$ cat src/rtl/i2c_tgt_pkg.sv
package i2c_tgt_pkg;

  typedef enum logic [3:0] {
    ST_IDLE,
    ST_ADDR,
    ST_ADDR_ACK,
    ST_REG,
    ST_REG_ACK,
    ST_DATA,
    ST_DATA_ACK,
    ST_RD,
    ST_RD_ACK,
    ST_IGNORE
  } tgt_state_e;

  localparam int unsigned BYTE_W   = 8;
  localparam int unsigned BITCNT_W = 4;

endpackage

$ cat src/rtl/i2c_tgt_linesync.sv
module i2c_tgt_linesync #(
  parameter int unsigned STAGES = 2
) (
  input  logic clk,
  input  logic rst_n,
  input  logic scl_i,
  input  logic sda_i,
  output logic scl_s,
  output logic sda_s,
  output logic scl_rise,
  output logic scl_fall,
  output logic start_det,
  output logic stop_det
);

  logic [STAGES-1:0] scl_pipe_q, scl_pipe_d;
  logic [STAGES-1:0] sda_pipe_q, sda_pipe_d;
  logic              scl_prev_q, sda_prev_q;

  // Shift each line one stage deeper every cycle.
  always_comb begin
    scl_pipe_d = {scl_pipe_q[STAGES-2:0], scl_i};
    sda_pipe_d = {sda_pipe_q[STAGES-2:0], sda_i};
  end

  // Idle bus level is high, so reset every stage to 1.
  always_ff @(posedge clk or negedge rst_n) begin
    if (!rst_n) begin
      scl_pipe_q <= '1;
      sda_pipe_q <= '1;
      scl_prev_q <= 1'b1;
      sda_prev_q <= 1'b1;
    end else begin
      scl_pipe_q <= scl_pipe_d;
      sda_pipe_q <= sda_pipe_d;
      scl_prev_q <= scl_pipe_q[STAGES-1];
      sda_prev_q <= sda_pipe_q[STAGES-1];
    end
  end

  assign scl_s     = scl_pipe_q[STAGES-1];
  assign sda_s     = sda_pipe_q[STAGES-1];
  assign scl_rise  = scl_s & ~scl_prev_q;
  assign scl_fall  = ~scl_s & scl_prev_q;
  // SDA edges only count as START/STOP while SCL is high in both samples.
  assign start_det = sda_prev_q & ~sda_s & scl_s & scl_prev_q;
  assign stop_det  = ~sda_prev_q & sda_s & scl_s & scl_prev_q;

  assert_start_stop_exclusive_R10: assert property (@(posedge clk) disable iff (!rst_n)
    $onehot0({start_det, stop_det, scl_rise}));

endmodule

$ cat src/rtl/i2c_tgt_watchdog.sv
module i2c_tgt_watchdog #(
  parameter int unsigned LIMIT = 100000
) (
  input  logic clk,
  input  logic rst_n,
  input  logic active,
  output logic expire
);

  localparam int unsigned CW = $clog2(LIMIT + 1);
  localparam logic [CW-1:0] LIM = CW'(LIMIT);

  logic [CW-1:0] cnt_q, cnt_d;
  logic          at_lim;

  assign at_lim = (cnt_q == LIM);

  // Count while the watched condition holds, saturate at the limit, clear otherwise.
  always_comb begin
    cnt_d = cnt_q;
    if (!active) begin
      cnt_d = '0;
    end else if (!at_lim) begin
      cnt_d = cnt_q + 1'b1;
    end
  end

  always_ff @(posedge clk or negedge rst_n) begin
    if (!rst_n) begin
      cnt_q <= '0;
    end else begin
      cnt_q <= cnt_d;
    end
  end

  assign expire = at_lim;

  assert_clear_when_idle_R8: assert property (@(posedge clk) disable iff (!rst_n)
    !active |=> !expire);

endmodule

$ cat src/rtl/i2c_tgt_fsm.sv
module i2c_tgt_fsm
  import i2c_tgt_pkg::*;
#(
  parameter logic [6:0]  TGT_ADDR = 7'h48,
  parameter int unsigned PTR_W    = 8
) (
  input  logic              clk,
  input  logic              rst_n,
  input  logic              en_n,
  input  logic              abort,
  input  logic              sda_s,
  input  logic              scl_rise,
  input  logic              scl_fall,
  input  logic              start_det,
  input  logic              stop_det,
  input  logic [BYTE_W-1:0] rd_data,
  output logic              sda_oe,
  output logic [PTR_W-1:0]  ptr,
  output logic              wr_en,
  output logic [BYTE_W-1:0] wr_data
);

  localparam logic [BITCNT_W-1:0] FULL_BYTE = BITCNT_W'(BYTE_W);

  tgt_state_e          state_q, state_d;
  logic [BYTE_W-1:0]   sh_q, sh_d;
  logic [BITCNT_W-1:0] cnt_q, cnt_d;
  logic                oe_q, oe_d;
  logic [PTR_W-1:0]    ptr_q, ptr_d;
  logic                wr_en_q, wr_en_d;
  logic [BYTE_W-1:0]   wr_data_q, wr_data_d;
  logic                byte_done;
  logic                addr_hit;

  assign byte_done = scl_fall && (cnt_q == FULL_BYTE);
  assign addr_hit  = (sh_q[BYTE_W-1:1] == TGT_ADDR);

  always_comb begin
    state_d   = state_q;
    sh_d      = sh_q;
    cnt_d     = cnt_q;
    oe_d      = oe_q;
    ptr_d     = ptr_q;
    wr_en_d   = 1'b0;
    wr_data_d = wr_data_q;

    if (en_n || abort) begin
      state_d = ST_IDLE;
      oe_d    = 1'b0;
      cnt_d   = '0;
    end else if (start_det) begin
      state_d = ST_ADDR;
      oe_d    = 1'b0;
      cnt_d   = '0;
    end else if (stop_det) begin
      state_d = ST_IDLE;
      oe_d    = 1'b0;
      cnt_d   = '0;
    end else begin
      unique case (state_q)
        ST_ADDR, ST_REG, ST_DATA: begin
          if (scl_rise) begin
            sh_d  = {sh_q[BYTE_W-2:0], sda_s};
            cnt_d = cnt_q + 1'b1;
          end else if (byte_done) begin
            cnt_d = '0;
            if (state_q == ST_ADDR) begin
              if (addr_hit) begin
                state_d = ST_ADDR_ACK;
                oe_d    = 1'b1;
              end else begin
                state_d = ST_IGNORE;
              end
            end else if (state_q == ST_REG) begin
              state_d = ST_REG_ACK;
              oe_d    = 1'b1;
              ptr_d   = sh_q[PTR_W-1:0];
            end else begin
              state_d   = ST_DATA_ACK;
              oe_d      = 1'b1;
              wr_en_d   = 1'b1;
              wr_data_d = sh_q;
            end
          end
        end
        ST_ADDR_ACK: begin
          if (scl_fall) begin
            cnt_d = '0;
            if (sh_q[0]) begin
              state_d = ST_RD;
              sh_d    = rd_data;
              oe_d    = ~rd_data[BYTE_W-1];
            end else begin
              state_d = ST_REG;
              oe_d    = 1'b0;
            end
          end
        end
        ST_REG_ACK: begin
          if (scl_fall) begin
            state_d = ST_DATA;
            oe_d    = 1'b0;
            cnt_d   = '0;
          end
        end
        ST_DATA_ACK: begin
          if (scl_fall) begin
            state_d = ST_IGNORE;
            oe_d    = 1'b0;
          end
        end
        ST_RD: begin
          if (scl_rise) begin
            cnt_d = cnt_q + 1'b1;
          end else if (byte_done) begin
            state_d = ST_RD_ACK;
            oe_d    = 1'b0;
            cnt_d   = '0;
          end else if (scl_fall) begin
            sh_d = {sh_q[BYTE_W-2:0], 1'b0};
            oe_d = ~sh_q[BYTE_W-2];
          end
        end
        ST_RD_ACK: begin
          if (scl_fall) begin
            state_d = ST_IGNORE;
          end
        end
        ST_IDLE, ST_IGNORE: begin
          oe_d = 1'b0;
        end
        default: begin
          state_d = ST_IDLE;
          oe_d    = 1'b0;
        end
      endcase
    end
  end

  always_ff @(posedge clk or negedge rst_n) begin
    if (!rst_n) begin
      state_q   <= ST_IDLE;
      sh_q      <= '0;
      cnt_q     <= '0;
      oe_q      <= 1'b0;
      ptr_q     <= '0;
      wr_en_q   <= 1'b0;
      wr_data_q <= '0;
    end else begin
      state_q   <= state_d;
      sh_q      <= sh_d;
      cnt_q     <= cnt_d;
      oe_q      <= oe_d;
      ptr_q     <= ptr_d;
      wr_en_q   <= wr_en_d;
      wr_data_q <= wr_data_d;
    end
  end

  assign sda_oe  = oe_q;
  assign ptr     = ptr_q;
  assign wr_en   = wr_en_q;
  assign wr_data = wr_data_q;

  assert_single_strobe_R3: assert property (@(posedge clk) disable iff (!rst_n)
    wr_en_q |=> !wr_en_q);

  assert_no_write_on_pointer_ack_R4: assert property (@(posedge clk) disable iff (!rst_n)
    (state_q == ST_REG_ACK) |-> !wr_en_q);

  assert_ignore_keeps_released_R6: assert property (@(posedge clk) disable iff (!rst_n)
    (state_q == ST_IGNORE) |-> !oe_q);

  assert_disable_releases_R7: assert property (@(posedge clk) disable iff (!rst_n)
    en_n |=> !oe_q);

  assert_abort_releases_R8: assert property (@(posedge clk) disable iff (!rst_n)
    abort |=> (state_q == ST_IDLE));

endmodule

$ cat src/rtl/i2c_reg_target.sv
module i2c_reg_target
  import i2c_tgt_pkg::*;
#(
  parameter logic [6:0]  TGT_ADDR    = 7'h48,
  parameter int unsigned PTR_W       = 8,
  parameter int unsigned SYNC_STAGES = 2,
  parameter int unsigned TIMEOUT_CYC = 100000
) (
  input  logic             clk,
  input  logic             rst_n,
  input  logic             en_n_i,
  input  logic             scl_i,
  input  logic             sda_i,
  output logic             sda_oe_o,
  output logic [PTR_W-1:0] ptr_o,
  output logic             wr_en_o,
  output logic [7:0]       wr_data_o,
  input  logic [7:0]       rd_data_i
);

  logic scl_s, sda_s;
  logic scl_rise, scl_fall, start_det, stop_det;
  logic scl_expire, sda_expire, abort;
  logic sda_oe;

  i2c_tgt_linesync #(
    .STAGES(SYNC_STAGES)
  ) u_sync (
    .clk      (clk),
    .rst_n    (rst_n),
    .scl_i    (scl_i),
    .sda_i    (sda_i),
    .scl_s    (scl_s),
    .sda_s    (sda_s),
    .scl_rise (scl_rise),
    .scl_fall (scl_fall),
    .start_det(start_det),
    .stop_det (stop_det)
  );

  // Watchdog on the clock line: SCL held low by anyone.
  i2c_tgt_watchdog #(
    .LIMIT(TIMEOUT_CYC)
  ) u_wd_scl (
    .clk   (clk),
    .rst_n (rst_n),
    .active(~scl_s),
    .expire(scl_expire)
  );

  // Watchdog on our own data pull-down.
  i2c_tgt_watchdog #(
    .LIMIT(TIMEOUT_CYC)
  ) u_wd_sda (
    .clk   (clk),
    .rst_n (rst_n),
    .active(sda_oe),
    .expire(sda_expire)
  );

  assign abort = scl_expire | sda_expire;

  i2c_tgt_fsm #(
    .TGT_ADDR(TGT_ADDR),
    .PTR_W   (PTR_W)
  ) u_fsm (
    .clk      (clk),
    .rst_n    (rst_n),
    .en_n     (en_n_i),
    .abort    (abort),
    .sda_s    (sda_s),
    .scl_rise (scl_rise),
    .scl_fall (scl_fall),
    .start_det(start_det),
    .stop_det (stop_det),
    .rd_data  (rd_data_i),
    .sda_oe   (sda_oe),
    .ptr      (ptr_o),
    .wr_en    (wr_en_o),
    .wr_data  (wr_data_o)
  );

  assign sda_oe_o = sda_oe;

  assert_sda_timeout_release_R9: assert property (@(posedge clk) disable iff (!rst_n)
    sda_expire |=> !sda_oe_o);

  assert_write_needs_ack_R3: assert property (@(posedge clk) disable iff (!rst_n)
    wr_en_o |-> sda_oe_o);

endmodule

$ cat config.mk
export PLATFORM = sky130hd
export DESIGN_NAME = i2c_reg_target
export DESIGN_NICKNAME = d
export VERILOG_FILES = /design/src/rtl/i2c_tgt_pkg.sv /design/src/rtl/i2c_tgt_linesync.sv /design/src/rtl/i2c_tgt_watchdog.sv /design/src/rtl/i2c_tgt_fsm.sv /design/src/rtl/i2c_reg_target.sv
export SDC_FILE = /design/constraint.sdc
export NUM_CORES = 1
export LEC_CHECK = 0
export BUFFER_PORTS_ARGS = -buffer_cell sky130_fd_sc_hd__buf_2
export CAP_MARGIN = 25
export CORE_MARGIN = 5
export CORE_UTILIZATION = 30
export DETAILED_ROUTE_END_ITERATION = 16
export HOLD_SLACK_MARGIN = 0.06
export PLACE_DENSITY_LB_ADDON = 0.12
export SYNTH_ARGS = -nofsm -noshare
export SYNTH_HDL_FRONTEND = slang
export SYNTH_HIERARCHICAL = 1
export SYNTH_SLANG_ARGS = --single-unit
$ cat constraint.sdc
create_clock -name clk -period 4.5 [get_ports clk]
set_clock_uncertainty 0.05 [all_clocks]
set_input_delay 0.225 -clock clk [delete_from_list [all_inputs] [get_ports clk]]
set_output_delay 0.225 -clock clk [all_outputs]
set_load 0.02 [all_outputs]
# After elaboration in Yosys (flattened, before gate mapping)
# Cells that the tools add are included.
# classes
add_sub_neg	3
multipliers	0
n_div	0
magnitude_cmp	0
n_eq_ne	35
shift	0
n_mux	55
n_bitwise	21
reduce_logical	18
# op_table
operator	n
2-to-1 mux 4 bit	18
2-to-1 mux 17 bit	4
2-to-1 mux 8 bit	6
adder 17 x 1 -> 17 bit, second input constant	2
== test 17 bit, second input constant	2
AND reduction 8 bit	4
one-hot mux 4 bit (6 select lines)	1
one-hot mux 8 bit (3 select lines)	1
2-to-1 mux 1 bit	21
!= test 5 x 3 -> 1 bit, second input constant	4
== test 4 x 3 -> 1 bit, second input constant	4
!= test 5 x 1 -> 1 bit, second input constant	3
== test 4 bit, second input constant	3
inverter 1 bit	12
!= test 5 x 4 -> 1 bit, second input constant	2
AND reduction 10 bit	1
AND reduction 9 bit	1
bitwise AND 1 bit	8
== test 4 x 2 -> 1 bit, second input constant	2
!= test 2 x 1 -> 1 bit, second input constant	4
!= test 2 bit, second input constant	4
!= test 4 x 3 -> 1 bit, second input constant	2
one-hot mux 4 bit (2 select lines)	1
OR reduction 2 bit	4
other kinds (18)	18
# word_totals
register_bits	74
latch_bits	0
ramBits	0
romBits	0
in_bits	13
output_inout_bits	18
word_cells	146
n_memories	0

# Logic depth before layout (Yosys ltp)
# Gate-level depths: netlist (run 1).
# depth
depth_word	9
ltp_mapped	12
depth_no_buf	11

# Hierarchy
# Netlist (run 1), hierarchy kept.
# modules_own_cells
module	n_inst	cells_each	area_per_inst_um2	seq_area_each_um2
i2c_tgt_fsm	1	169	1798.0	850.8
i2c_tgt_watchdog (u_wd_sda)	1	109	1006.0	425.4
i2c_tgt_watchdog (u_wd_scl)	1	93	950.9	425.4
i2c_tgt_linesync	1	10	190.2	157.7
i2c_reg_target	1	2	10.0	0.0

# Least setup slack after synthesis (run 1)
# Ideal clock, no wire load.
# synth_timing
path_type	register -> register
start	register u_wd_sda.cnt_q[0]
end	register u_fsm.ptr_q[0] (netlist: u_fsm/ptr[0])
setup_ns	0.125
t_arrival_ns	2.384
required_time_ns	4.325
slack_ns	1.942
path_stages_with_launch	11
path_buffers	0
path_cell_list	dfrtp_1 -> inv_1 -> ha_1 -> nor4bb_1 -> and4_1 -> or2_1 -> nor4_4 -> nand2_2 -> nor3_4 -> nand2_2 -> mux2_2
# synth_via
elab_chain_len	5
# synth_lines
item	line	text
from (decl)	i2c_tgt_watchdog.sv:13	logic [CW-1:0] cnt_q, cnt_d;
from (signal assigned)	i2c_tgt_watchdog.sv:32	cnt_q <= cnt_d;
== test 17 bit	i2c_tgt_watchdog.sv:16	assign at_lim = (cnt_q == LIM);
net sda_expire	i2c_reg_target.sv:23	logic scl_expire, sda_expire, abort;
bitwise OR 1 bit	i2c_reg_target.sv:61	assign abort = scl_expire | sda_expire;
net abort	i2c_reg_target.sv:23	
logical OR 1 bit	i2c_tgt_fsm.sv:47	if (en_n || abort) begin
inverter 1 bit (no line)	-	
AND reduction 8 bit (no line)	-	
to (signal assigned)	i2c_tgt_fsm.sv:154	ptr_q <= ptr_d;
to (decl)	i2c_tgt_fsm.sv:29	logic [PTR_W-1:0] ptr_q, ptr_d;
# The timed path passes the listed nets, and every way through them passes these cells.
# A chain may end at the register's enable or synchronous reset.

# Worst setup path after layout (run 1)
# layout_timing
start	register u_wd_scl.cnt_q[0]
end	register u_fsm.sh_q[1]
# layout_via
elab_chain_len	5
# layout_lines
item	line	text
from (decl)	i2c_tgt_watchdog.sv:13	
from (signal assigned)	i2c_tgt_watchdog.sv:32	
== test 17 bit	i2c_tgt_watchdog.sv:16	
net scl_expire	i2c_reg_target.sv:23	
bitwise OR 1 bit	i2c_reg_target.sv:61	
net abort	i2c_reg_target.sv:23	
logical OR 1 bit	i2c_tgt_fsm.sv:47	
inverter 1 bit (no line)	-	
AND reduction 10 bit (no line)	-	
to (signal assigned)	i2c_tgt_fsm.sv:143	sh_q <= '0;
to (signal assigned)	i2c_tgt_fsm.sv:151	sh_q <= sh_d;
to (decl)	i2c_tgt_fsm.sv:26	logic [BYTE_W-1:0] sh_q, sh_d;
# The timed path passes the listed nets, and every way through them passes these cells.

==> results.md, run 1 <==
- Placed Area: 0.00427 sq mm
- Max_slew headroom: 35.4%
- Total congestion overflow: 0
- Yosys cell types: 62
- Setup TNS: 0 ns
- Leak pwr: ~2 nW
- Clk pin slew, worst setup/hold paths: ~0.060 ns
- Die height: 125 um
- Final hold viol count: 0
- Ratio of final minimum period to clock period: 66.1%
- Post-cts resize count: 0
- Cell with the most instances after synthesis: dfrtp_1
- VDD IR max: roughly 0.00015 V
- Vias per cell: 5.16
- Seq cells post-synth: 74
- Min Hold Slack: 0.158 ns
- Syn Nets: 402
- WP data arrival: 3.15 ns
- Layout cells sized above 1: 20.3%
- Drt pass-1 iters: 4
- Worst hold start: rd_data_i[2]
- Number of remaining DRC errors: 0
- Vias: 3071
- Post-layout util: 35.4%
- Area leader, netlist: dfrtp_1
- Yosys top cell area share: a little over two fifths
- Layout area overhead: 17.3%
- CTS tree: built
- Critical path origin: u_wd_scl/cnt_q[0]$_DFFE_PN0P_
- Hpwl dp: just over 6000 um
- Hold_buf cts: 4
- Top FF cell, synth: dfrtp_1
- CP Depth: 11
- H-tree levels: 3
- Status: complete, no violations
- Longest Clk Path Bufs: 2
- Hold-critical path depth: 3
- DRT Wirelength: 9050 um
- Max-slew violations: 0
- Core area: between 0.01 and 0.015 sq mm
- NumNets Final: 433
- Total clock sinks: 74
- Final GP Congestion: 0.793
- 1st-iter DRT viols: 184
- Clock root buffer: clkbuf_16
- FILL cells: between 1000 and 1500
- I/O Buffers: 30
- Critical Path RT: about 4.7 ns
- Register area share after synthesis: 47.0%
- Slew @ Worst Pin: 0.966 ns
- Routed WL per cell: 15.2 um
- Pwr Total: 0.00162 W
- TritonCTS Buffers: 9
- Delay of the slowest critical-path stage: 0.51 ns
- Vias in the first global route: 3033
- Ant. Diodes: 0
- Die area: 0.0156 sq mm
- Synth top cells by count: dfrtp_1, nand2_1, nand3_1
- Post-synth EDFFs: 0
- MaxCap Viol Count: 0
- CP Capture Type: flip-flop
- Final setup fails: 0
- Mapped Cells: 383
- Cell Area, Synth: slightly below 0.004 sq mm
- Critical path startpoint category: flip-flop
- CP Cell Sequence: inv_1 > ha_1 > nor4bb_1 > nand4_1 > inv_1 > or2_1 > nor4_4 > o211a_1 > and3_1 > mux2i_1 > a21oi_1
- Pin count of the biggest net entering global routing: 75
- Critical path buffers and inverters: 2
- Boundary pin count: 31
- R2R Path Start: u_wd_scl/cnt_q[0]$_DFFE_PN0P_
- Top cell by count, worst path: inv_1
- Later-pin clock latency in the skew report: 0.34 ns
- Reg2Reg Depth: 11
- Crit Path Max Fanout: 9
- Worst Setup Path Type: reg -> reg
- RSZ-0062 raised after global routing: no
- GRT Util Overall: 12.2%
- Max Clk Rate: around 0.34 GHz
- Slowest cell on crit path: nor4_4
- Site row count: 42
- Post-route minimum period: 2.97 ns
- Critical path's top delay family: simple AND/OR/NAND/NOR gates
- Syn_area_per_cell: between 10 and 15 sq um
- Initial core utilization: 30.2%
- Hold crit path type: in -> reg
- Die X: ~120 um
- Fraction of registers with async set or reset after synthesis: 100%
- Syn. warnings: 6
- Fin area: about 0.0046 sq mm
- Post-route ant nets: 0
- First-pass GRT wire length: 15600 um
- Postcts setup bufs: 0
- Pwr dens: 350 mW/mm^2
- Synth top area cells: dfrtp_1, mux2_2, dfstp_2
- Initial antenna violation count: 0
path summary, 6_finish.rpt:
| check | to | slack, ns |
|---|---|---|
| max in group asynchronous | u_fsm/wr_data[4]$_DFFE_PN0P_ | 3.52 |
| worst min-delay path | u_fsm/sh_q[2]$_DFFE_PN0P_ | 0.16 |
| worst max-delay path | u_fsm/sh_q[1]$_DFFE_PN0P_ | 1.53 |
| min in group asynchronous | u_wd_scl/cnt_q[14]$_DFFE_PN0P_ | 0.31 |
| worst min register to register | u_sync/scl_pipe_q[1]$_DFF_PN1_ | 0.31 |
| worst max register to register | u_fsm/sh_q[1]$_DFFE_PN0P_ | 1.53 |
state kept, by name (all words and copies together), names as in the netlist:
| register | flops |
|---|---|
| u_fsm/wr_en | 1 |
| u_sync/sda_pipe_q | 2 |
| u_fsm/wr_data | 8 |
| u_sync/sda_prev_q | 1 |
| u_sync/scl_pipe_q | 2 |
| u_sync/scl_prev_q | 1 |
| u_fsm/cnt_q | 4 |
| u_fsm/state_q | 4 |
| u_fsm/sda_oe | 1 |
| u_fsm/ptr | 8 |
| u_fsm/sh_q | 8 |
| u_wd_sda/cnt_q | 17 |
| u_wd_scl/cnt_q | 17 |
worst reg2reg max path, stage by stage, from the launching register on:
cell	delay (ns)
dfrtp_1	0.44
inv_1	0.10
ha_1	0.20
nor4bb_1	0.13
nand4_1	0.21
inv_1	0.07
or2_1	0.25
nor4_4	0.51
o211a_1	0.27
and3_1	0.36
mux2i_1	0.22
a21oi_1	0.05
kinds of logic (layout without fill, tap and decap cells):
kind of cell,count (synthesis),after routing,share of synthesized area (%)
AND/OR/NAND/NOR,161,161,25.4
XOR/XNOR,17,17,3.76
multiplexers,30,30,8.10
buffers and inverters,33,69,3.39
adder cells (fa/ha/maj),6,6,1.90
AO/OA/AOI/OAI,62,62,10.5
flip-flops,74,74,47.0
power breakdown:
part           switching [W]  internal [W]
logic              0.0000599     0.0000608
registers          0.0000565      0.000706
clock network       0.000307      0.000434
per-stage QoR:
stage          worst slack (ns)  std cells
2_1_floorplan              1.94        383
3_3_place_gp               1.53        574
3_5_place_dp               1.48        574
4_1_cts                    1.48        594
5_1_grt                    1.26        595
6_report                   1.53        595
per-layer routing:
metal | vias up | share of wire (%) | track usage (%)
met5 | - | 0 | 0
met4 | 0 | 2.1 | 5.55
met2 | 62 | 46 | 18.7
met3 | 15 | 4.0 | 2.79
met1 | 1526 | 48 | 16.5
li1 | 1468 | - | -
final cells by class:
type / instances / area [sq um] / share of cell area [%]
clock inverters: 7 / 77.6 / 1.67
multi-input cells: 276 / 1970 / 42.4
well taps: 176 / 220 / 4.75
flip-flops and latches: 74 / 1860 / 40.1
repair buffers: 35 / 220 / 4.75
clock buffers: 9 / 225 / 4.86
inverters: 18 / 67.6 / 1.46
placed cells by master (no fill, tap or decap), types with 3 or more instances in the layout:
cell	Yosys	final
o22ai_1	7	7
xnor2_1	13	13
dfrtp_1	68	68
o211ai_1	4	4
a21oi_1	9	9
nand4_1	10	10
nor2b_1	7	7
or4_1	3	3
o21ai_0	17	17
dfstp_2	6	6
mux2i_1	14	14
nand2_1	33	33
nor4bb_1	4	4
o31ai_1	5	5
or3_1	3	3
inv_1	18	18
and2_1	13	13
and4b_1	3	3
buf_2	4	29
dlygate4sd3_1	0	4
nand3_1	22	22
nor4_1	10	10
nand2b_1	10	10
clkbuf_16	0	9
nor3_1	5	5
a2bb2oi_1	6	6
nor2_1	6	6
nor4b_1	4	3
xor2_1	4	4
ha_1	6	6
and3_1	5	5
mux2_2	16	16
Power figures use the tool's default switching activity.
==> run 2, diff against run 1 <==
Settings changed: ABC_AREA from default to 1.
Clock period 4.5 ns to 2.71 ns, I/O delays scaled along.
==> run 2 against run 1 <==
Synthesized area increased by 12%. Critical endpoint is now u_fsm/wr_data[6]$_DFFE_PN0P_. Fmax rose by 22%. Total power up 100%. Synthesized cell count increased by 62%. Via count up 29%. Final area rose by 12%. Critical path type unchanged.
==> results.md, run 2 <==
- Critical path startpoint category: flip-flop
- Final hold viol count: 0 (unchanged)
- Synth top area cells: dfrtp_1, nand2_1, nor2_1
- WP data arrival: 2.60 ns (-0.55 ns)
- Number of remaining DRC errors: 0 (unchanged)
- Cell Area, Synth: 0.00444 sq mm (+12%)
- Reg2Reg Depth: 12 (+1)
- Longest Clk Path Bufs: 2 (unchanged)
- Cell with the most instances after synthesis: nand2_1
- NumNets Final: 679 (+57%)
- Synth top cells by count: nand2_1, nor2_1, inv_1
- Site row count: 44 (+4.8%)
- Most Crowded Layer GR: met2
- Setup slack, reg-to-reg: 0.28 ns (-1.25 ns)
- Die height: 132 um (+5.5%)
- Met1 Track Usage GR: 18.1% (+1.7 points)
- DRT Wirelength: 11000 um (+21%)
- Ratio of final minimum period to clock period: 89.8% (+24 points)
- Max Clk Rate: 0.411 GHz (+22%)
- Initial core utilization: 30.5% (+0.31 points)
- CTS tree: built
- FILL cells: 1575 (+19%)
- Commonest non-fill, non-tap cell in the layout: nand2_1
- Fraction of registers with async set or reset after synthesis: 100% (unchanged)
- Critical path origin: u_wd_scl/cnt_q[0]$_DFFE_PN0P_
- Clock root buffer: clkbuf_16
- Clk pin slew, worst setup/hold paths: 0.06 ns (about the same)
- Die area: 0.0173 sq mm (+11%)
- Top flop regs: u_wd_scl/cnt_q (17), u_wd_sda/cnt_q (17)
- Post-route minimum period: 2.43 ns (-0.538 ns)
- Mapped Cells: 619 (+62%)
- 1st-iter DRT viols: 253 (+38%)
- Syn Nets: 638 (+59%)
- Vias: 3961 (+29%)
- Initial antenna violation count: 0 (unchanged)
- I/O Buffers: 30 (unchanged)
- Worst Setup Path Type: reg -> reg
- Max_slew headroom: 60.9% (+25 points)
- First-pass GRT wire length: 18800 um (+21%)
- Setup WS pre-CTS: 0.241 ns (-1.24 ns)
- Post-synth EDFFs: 0 (unchanged)
- Met3 Usage GRT: 2.22% (-0.57 points)
- Met2 Use GR: 20.2% (+1.5 points)
- Die X: 132 um (+5.5%)
- Top FF cell, synth: dfrtp_1
- Final setup fails: 0 (unchanged)
- Postcts setup bufs: 0 (unchanged)
- MaxCap Viol Count: 0 (unchanged)
- Worst setup margin: 0.275 ns (-1.25 ns)
- Layout cells sized above 1: 15.3% (-4.9 points)
- RSZ-0062 raised after global routing: no
- Setup crit end: u_fsm/wr_data[6]$_DFFE_PN0P_
- Max-slew violations: 0 (unchanged)
- Placed Area: 0.00480 sq mm (+12%)
- Critical Path RT: 2.88 ns (-1.80 ns)
- Drt pass-1 iters: 4 (unchanged)
- Layout area overhead: 17.1%
- Setup TNS: 0 ns (unchanged)
- Hpwl dp: 8060 um (+32%)
- Register area share after synthesis: 41.9% (-5.1 points)
- Commonest non-fill, non-tap cells in the layout: nand2_1, nor2_1, inv_1, dfrtp_1, nand3_1
- Leak pwr: 2.42 nW (+20%)
- VDD IR max: 0.000283 V (+94%)
- Total clock sinks: 74 (unchanged)
- Core area: 0.0145 sq mm (+11%)
- R2R Path Start: u_wd_scl/cnt_q[0]$_DFFE_PN0P_
- Later-pin clock latency in the skew report: 0.34 ns (about the same)
- Pwr Total: 0.00326 W (+100%)
- Yosys top cell area share: 38.3% (-4.7 points)
- Hold crit path type: in -> async
- FF-to-FF End: u_fsm/wr_data[6]$_DFFE_PN0P_
- Yosys cell types: 33 (-47%)
- Status: complete, no violations
- Syn. warnings: 6 (unchanged)
- Pwr dens: 627 mW/mm^2 (+79%)
- Area leader, netlist: dfrtp_1
- Syn_area_per_cell: 7.17 sq um (-31%)
- H-tree levels: 3 (unchanged)
- Seq cells post-synth: 74 (unchanged)
- Pin count of the biggest net entering global routing: 75 (unchanged)
- Post-route ant nets: 0 (unchanged)
- Boundary pin count: 31 (unchanged)
- TritonCTS Buffers: 9 (unchanged)
- Fin area: 0.00520 sq mm (+12%)
- Vias in the first global route: 3863 (+27%)
- GRT Util Overall: 13.1% (+0.87 points)
- Routed WL per cell: 12.9 um (-15%)
- Crit Path Max Fanout: 17 (+8)
- CP Capture Type: flip-flop
- Ant. Diodes: 0 (unchanged)
- Final GP Congestion: 0.849 (+7.1%)
- Vias per cell: 4.67 (-9.6%)
- Total congestion overflow: 0 (unchanged)
- Slew @ Worst Pin: 0.587 ns (-0.379 ns)
## run 2: cell count changes in the layout (fill, tap and decap cells not counted), moves of 9 or more
cell      previous run  this run
nor2_2               0        10
inv_1               18        82
nand3_1             22        55
mux2_2              16         0
o21ai_1              0        10
nor2_1               6       107
nor4_1              10         1
o21ai_2              0         9
xnor2_1             13         0
and2_1              13         0
nand2_1             33       156
mux2i_1             14         1
nand4_1             10        22
nand2b_1            10         0
## run 2: power by group
group / leakage (nW) / total, W / switching (W) / internal (W)
Clock: 0.155 / 0.00132 / 0.000483 / 0.000833
Combinational: 1.26 / 0.000663 / 0.000461 / 0.000202
Sequential: 1.01 / 0.00128 / 0.000104 / 0.00118
## run 2: critical path, cell delays in order, from the launching register on
cell     delay, ns
dfrtp_1       0.41
inv_1         0.08
ha_1          0.22
nand3_1       0.14
nor4_2        0.07
inv_1         0.05
nand2_1       0.05
nor2_2        0.21
nand2_2       0.14
inv_1         0.19
nand4_2       0.41
nand2_1       0.20
o21ai_1       0.08
## run 2: worst min-delay path by stage
stage,cells past startpoint,to,start
6_report,2,u_wd_scl/cnt_q[4]$_DFFE_PN0P_,rst_n
5_1_grt,2,u_wd_scl/cnt_q[4]$_DFFE_PN0P_,rst_n
4_1_cts,5,u_fsm/sh_q[2]$_DFFE_PN0P_,rd_data_i[2]
3_5_place_dp,1,u_sync/sda_pipe_q[0]$_DFF_PN1_,sda_i
3_3_place_gp,1,u_sync/scl_pipe_q[0]$_DFF_PN1_,scl_i
2_1_floorplan,0,u_fsm/cnt_q[0]$_DFFE_PN0P_,rst_n
## run 2: cell families (layout without fill, tap and decap cells)
group | Yosys count | count (layout) | synth area share (%)
flops | 74 | 74 | 41.9
simple gates | 377 | 377 | 38.3
xor+xnor | 9 | 9 | 1.78
fa+ha+maj | 6 | 6 | 1.69
buf+inv | 93 | 139 | 8.09
compound gates | 59 | 59 | 8.04
mux | 1 | 1 | 0.226
## run 2: per-stage QoR
stage	utilization (%)	hold WS [ns]	instances
final	35.8	0.131	849
after global placement	33.0	0.192	828
after global routing	35.8	0.159	849
after CTS	35.5	0.133	848
after detailed placement	33.0	0.192	828
after floorplan	-	-0.210	619
## run 2: timing repair
action,4_1_cts,5_1_grt
gates resized for setup,0,1
hold buffers,4,0
setup endpoints to repair,0,1
hold endpoints to repair,71,0
## run 2: final cells by class
type	instances	area, sq um	area share [%]
inverter	87	327	6.28
clock inverter	6	88.8	1.71
sequential	74	1860	35.8
timing repair buffer	36	228	4.38
multi-input combinational	452	2230	42.8
tap	184	230	4.43
clock buffer	10	239	4.60
## run 2: per-layer routing
layer	routed length (um)	share of wire (%)	up-vias
li1	-	-	2058
met1	5550	51	1835
met2	4920	45	51
met3	250	2.3	17
met4	233	2.1	0
met5	0	0	-
==> run 3, diff against run 2 <==
Settings changed: ABC_AREA 1 to default.
==> run 3 against run 2 <==
Sequential share of layout area increased by 3.2 points. Global-route usage decreased by 0.47 points. Final area decreased by 8.1%. Wire length decreased by 16%. Core utilization increased by 0.74 points. Highest routed layer unchanged. Critical endpoint is now u_fsm/ptr[1]$_DFFE_PN0P_. Via count decreased by 23%. Sequential cell count unchanged. Critical path type unchanged. Clock power decreased by 9.8%. Combinational power decreased by 67%. Worst setup slack got worse by 0.11 ns.
==> results.md, run 3 (synthesis gave the netlist of run 1 again) <==
- Site row count: 42 (-4.5%)
- TritonCTS Buffers: 9 (unchanged)
- Critical path startpoint category: flip-flop
- Die height: 125 um (-5.2%)
- Final GP Congestion: 0.808 (-4.9%)
- H-tree levels: 3 (unchanged)
- Net switching power: 0.000666 W (-37%)
- First-pass GRT wire length: 15900 um (-15%)
- Vias: 3052 (-23%)
- FILL cells: 1296 (-18%)
- CP Capture Type: flip-flop
- Total congestion overflow: 0 (unchanged)
- Sw Ratio: 25.0% (-7.2 points)
- Max Clk Rate: 0.394 GHz (-4.2%)
- Vias per cell: 4.97 (+6.5%)
- Slew @ Worst Pin: 0.681 ns (+0.0939 ns)
- Cell Int Power: 0.00200 W (-9.6%)
- I/O Buffers: 30 (unchanged)
- Hold crit path type: in -> reg
- Longest Clk Path Bufs: 2 (unchanged)
- Worst setup margin: 0.169 ns (-0.106 ns)
- RSZ-0062 raised after global routing: no
- Initial antenna violation count: 0 (unchanged)
- Ant. Diodes: 0 (unchanged)
- Clk pin slew, worst setup/hold paths: 0.06 ns (about the same)
- DRT Wirelength: 9220 um (-16%)
- Core area: 0.0131 sq mm (-10%)
- Non-Filler Instances: 614 (-28%)
- 1st-iter DRT viols: 204 (-19%)
- CTS tree: built
- Status: complete, no violations
- Post-cts resize count: 0 (unchanged)
- Pwr dens: 558 mW/mm^2 (-11%)
- Commonest non-fill, non-tap cell in the layout: dfrtp_1
- Die area: 0.0156 sq mm (-10%)
- Total clock sinks: 74 (unchanged)
- Drt pass-1 iters: 4 (unchanged)
- Critical path origin: u_wd_sda/cnt_q[0]$_DFFE_PN0P_
- Layout area overhead: 20.8%
- Vias in the first global route: 3083 (-20%)
- Worst Setup Path Type: reg -> reg
- Max_slew headroom: 54.6% (-6.3 points)
- Clock share of power: 44.8% (+4.5 points)
- Min Hold Slack: 0.0734 ns (-0.0578 ns)
- Initial core utilization: 30.2% (-0.31 points)
- Max-slew violations: 0 (unchanged)
- Worst hold start: rd_data_i[0]
- Setup TNS: 0 ns (unchanged)
- WP data arrival: 2.72 ns (+0.12 ns)
- Sequential Power Share: 47.1% (+7.8 points)
- Hold_buf cts: 8 (+4)
- Crit Path Max Fanout: 8 (-9)
- Layout cells sized above 1: 22.6% (+7.3 points)
- Final setup fails: 0 (unchanged)
- R2R Path Start: u_wd_sda/cnt_q[0]$_DFFE_PN0P_
- Ratio of final minimum period to clock period: 93.8% (+3.9 points)
- GRT Util Overall: 12.6% (-0.47 points)
- Setup WS pre-CTS: 0.145 ns (-0.0965 ns)
- MaxCap Viol Count: 0 (unchanged)
- Critical Path RT: 2.88 ns (about the same)
- Hpwl dp: 6390 um (-21%)
- VDD IR max: 0.000369 V (+30%)
- Boundary pin count: 31 (unchanged)
- Leak pwr: 2.10 nW (-13%)
- Pwr Total: 0.00267 W (-18%)
- Postcts setup bufs: 0 (unchanged)
- Pin count of the biggest net entering global routing: 75 (unchanged)
- Final hold viol count: 0 (unchanged)
- Routed WL per cell: 15.0 um (+16%)
- Logic pwr share: 8.1% (-12 points)
- Die X: 125 um (-5.2%)
- NumNets Final: 452 (-33%)
- Top flop regs: u_wd_scl/cnt_q (17), u_wd_sda/cnt_q (17)
- Post-route ant nets: 0 (unchanged)
- Number of remaining DRC errors: 0 (unchanged)
- Later-pin clock latency in the skew report: 0.34 ns (about the same)
- Clock root buffer: clkbuf_16
- Dpl cells: 589 (-29%)
- Commonest non-fill, non-tap cells in the layout: dfrtp_1, nand2_1, buf_2, nand3_1, inv_1
- Post-route minimum period: 2.54 ns (+0.106 ns)
## run 3: final timing paths
| kind | end | slack (ns) | cells past startpoint |
|---|---|---|---|
| setup / recovery | u_fsm/ptr[1]$_DFFE_PN0P_ | 0.17 | 10 |
| hold / removal | u_fsm/sh_q[0]$_DFFE_PN0P_ | 0.07 | 3 |
| setup reg to reg | u_fsm/ptr[1]$_DFFE_PN0P_ | 0.17 | 10 |
| hold reg to reg | u_sync/scl_pipe_q[1]$_DFF_PN1_ | 0.30 | 0 |
| max in group asynchronous | u_fsm/wr_data[2]$_DFFE_PN0P_ | 1.80 | 3 |
| min in group asynchronous | u_wd_scl/cnt_q[3]$_DFFE_PN0P_ | 0.23 | 2 |
## run 3: power by group through the flow
stage          clock network, W  logic (W)  registers (W)
2_1_floorplan                 0   0.000136        0.00125
3_3_place_gp                  0   0.000209        0.00128
3_5_place_dp                  0   0.000208        0.00128
4_1_cts                 0.00125   0.000219        0.00126
5_1_grt                 0.00129   0.000247        0.00127
6_report                0.00119   0.000217        0.00126
## run 3: final cells by class
type                            count  area [sq um]  share of cell area (%)
Timing Repair Buffer               54           365                    7.65
Tap cell                          176           220                    4.61
Clock buffer                       10           229                    4.79
Clock inverter                      6          66.3                    1.39
Sequential cell                    74          1860                    38.9
Multi-Input combinational cell    276          1970                    41.2
Inverter                           18          67.6                    1.41
## run 3: critical path: stages (launching register included)
cell and delay [ns]:
dfrtp_1 0.34, inv_1 0.06, ha_1 0.19, nor4bb_1 0.14
and4_1 0.22, or2_1 0.28, nor4_4 0.29, nand2_2 0.12
nor3_4 0.20, nand2_2 0.21, mux2_2 0.33
## run 3: per-layer routing
metal | wire (um) | global-route usage, % | vias to the layer above | part of all wire [%]
met4 | 123 | 4.34 | 0 | 1.3
met5 | 0 | 0 | - | 0
met3 | 354 | 4.12 | 9 | 3.8
met2 | 4350 | 19.7 | 39 | 47
met1 | 4400 | 16.5 | 1504 | 48
li1 | - | - | 1500 | -
## run 3: through the flow
step / utilization [%] / instance area [sq um]
detailed placement: 33.5 / 4380
global route: 36.5 / 4780
floorplan: - / 3960
CTS: 36.3 / 4760
finish: 36.5 / 4780
global placement: 33.5 / 4380
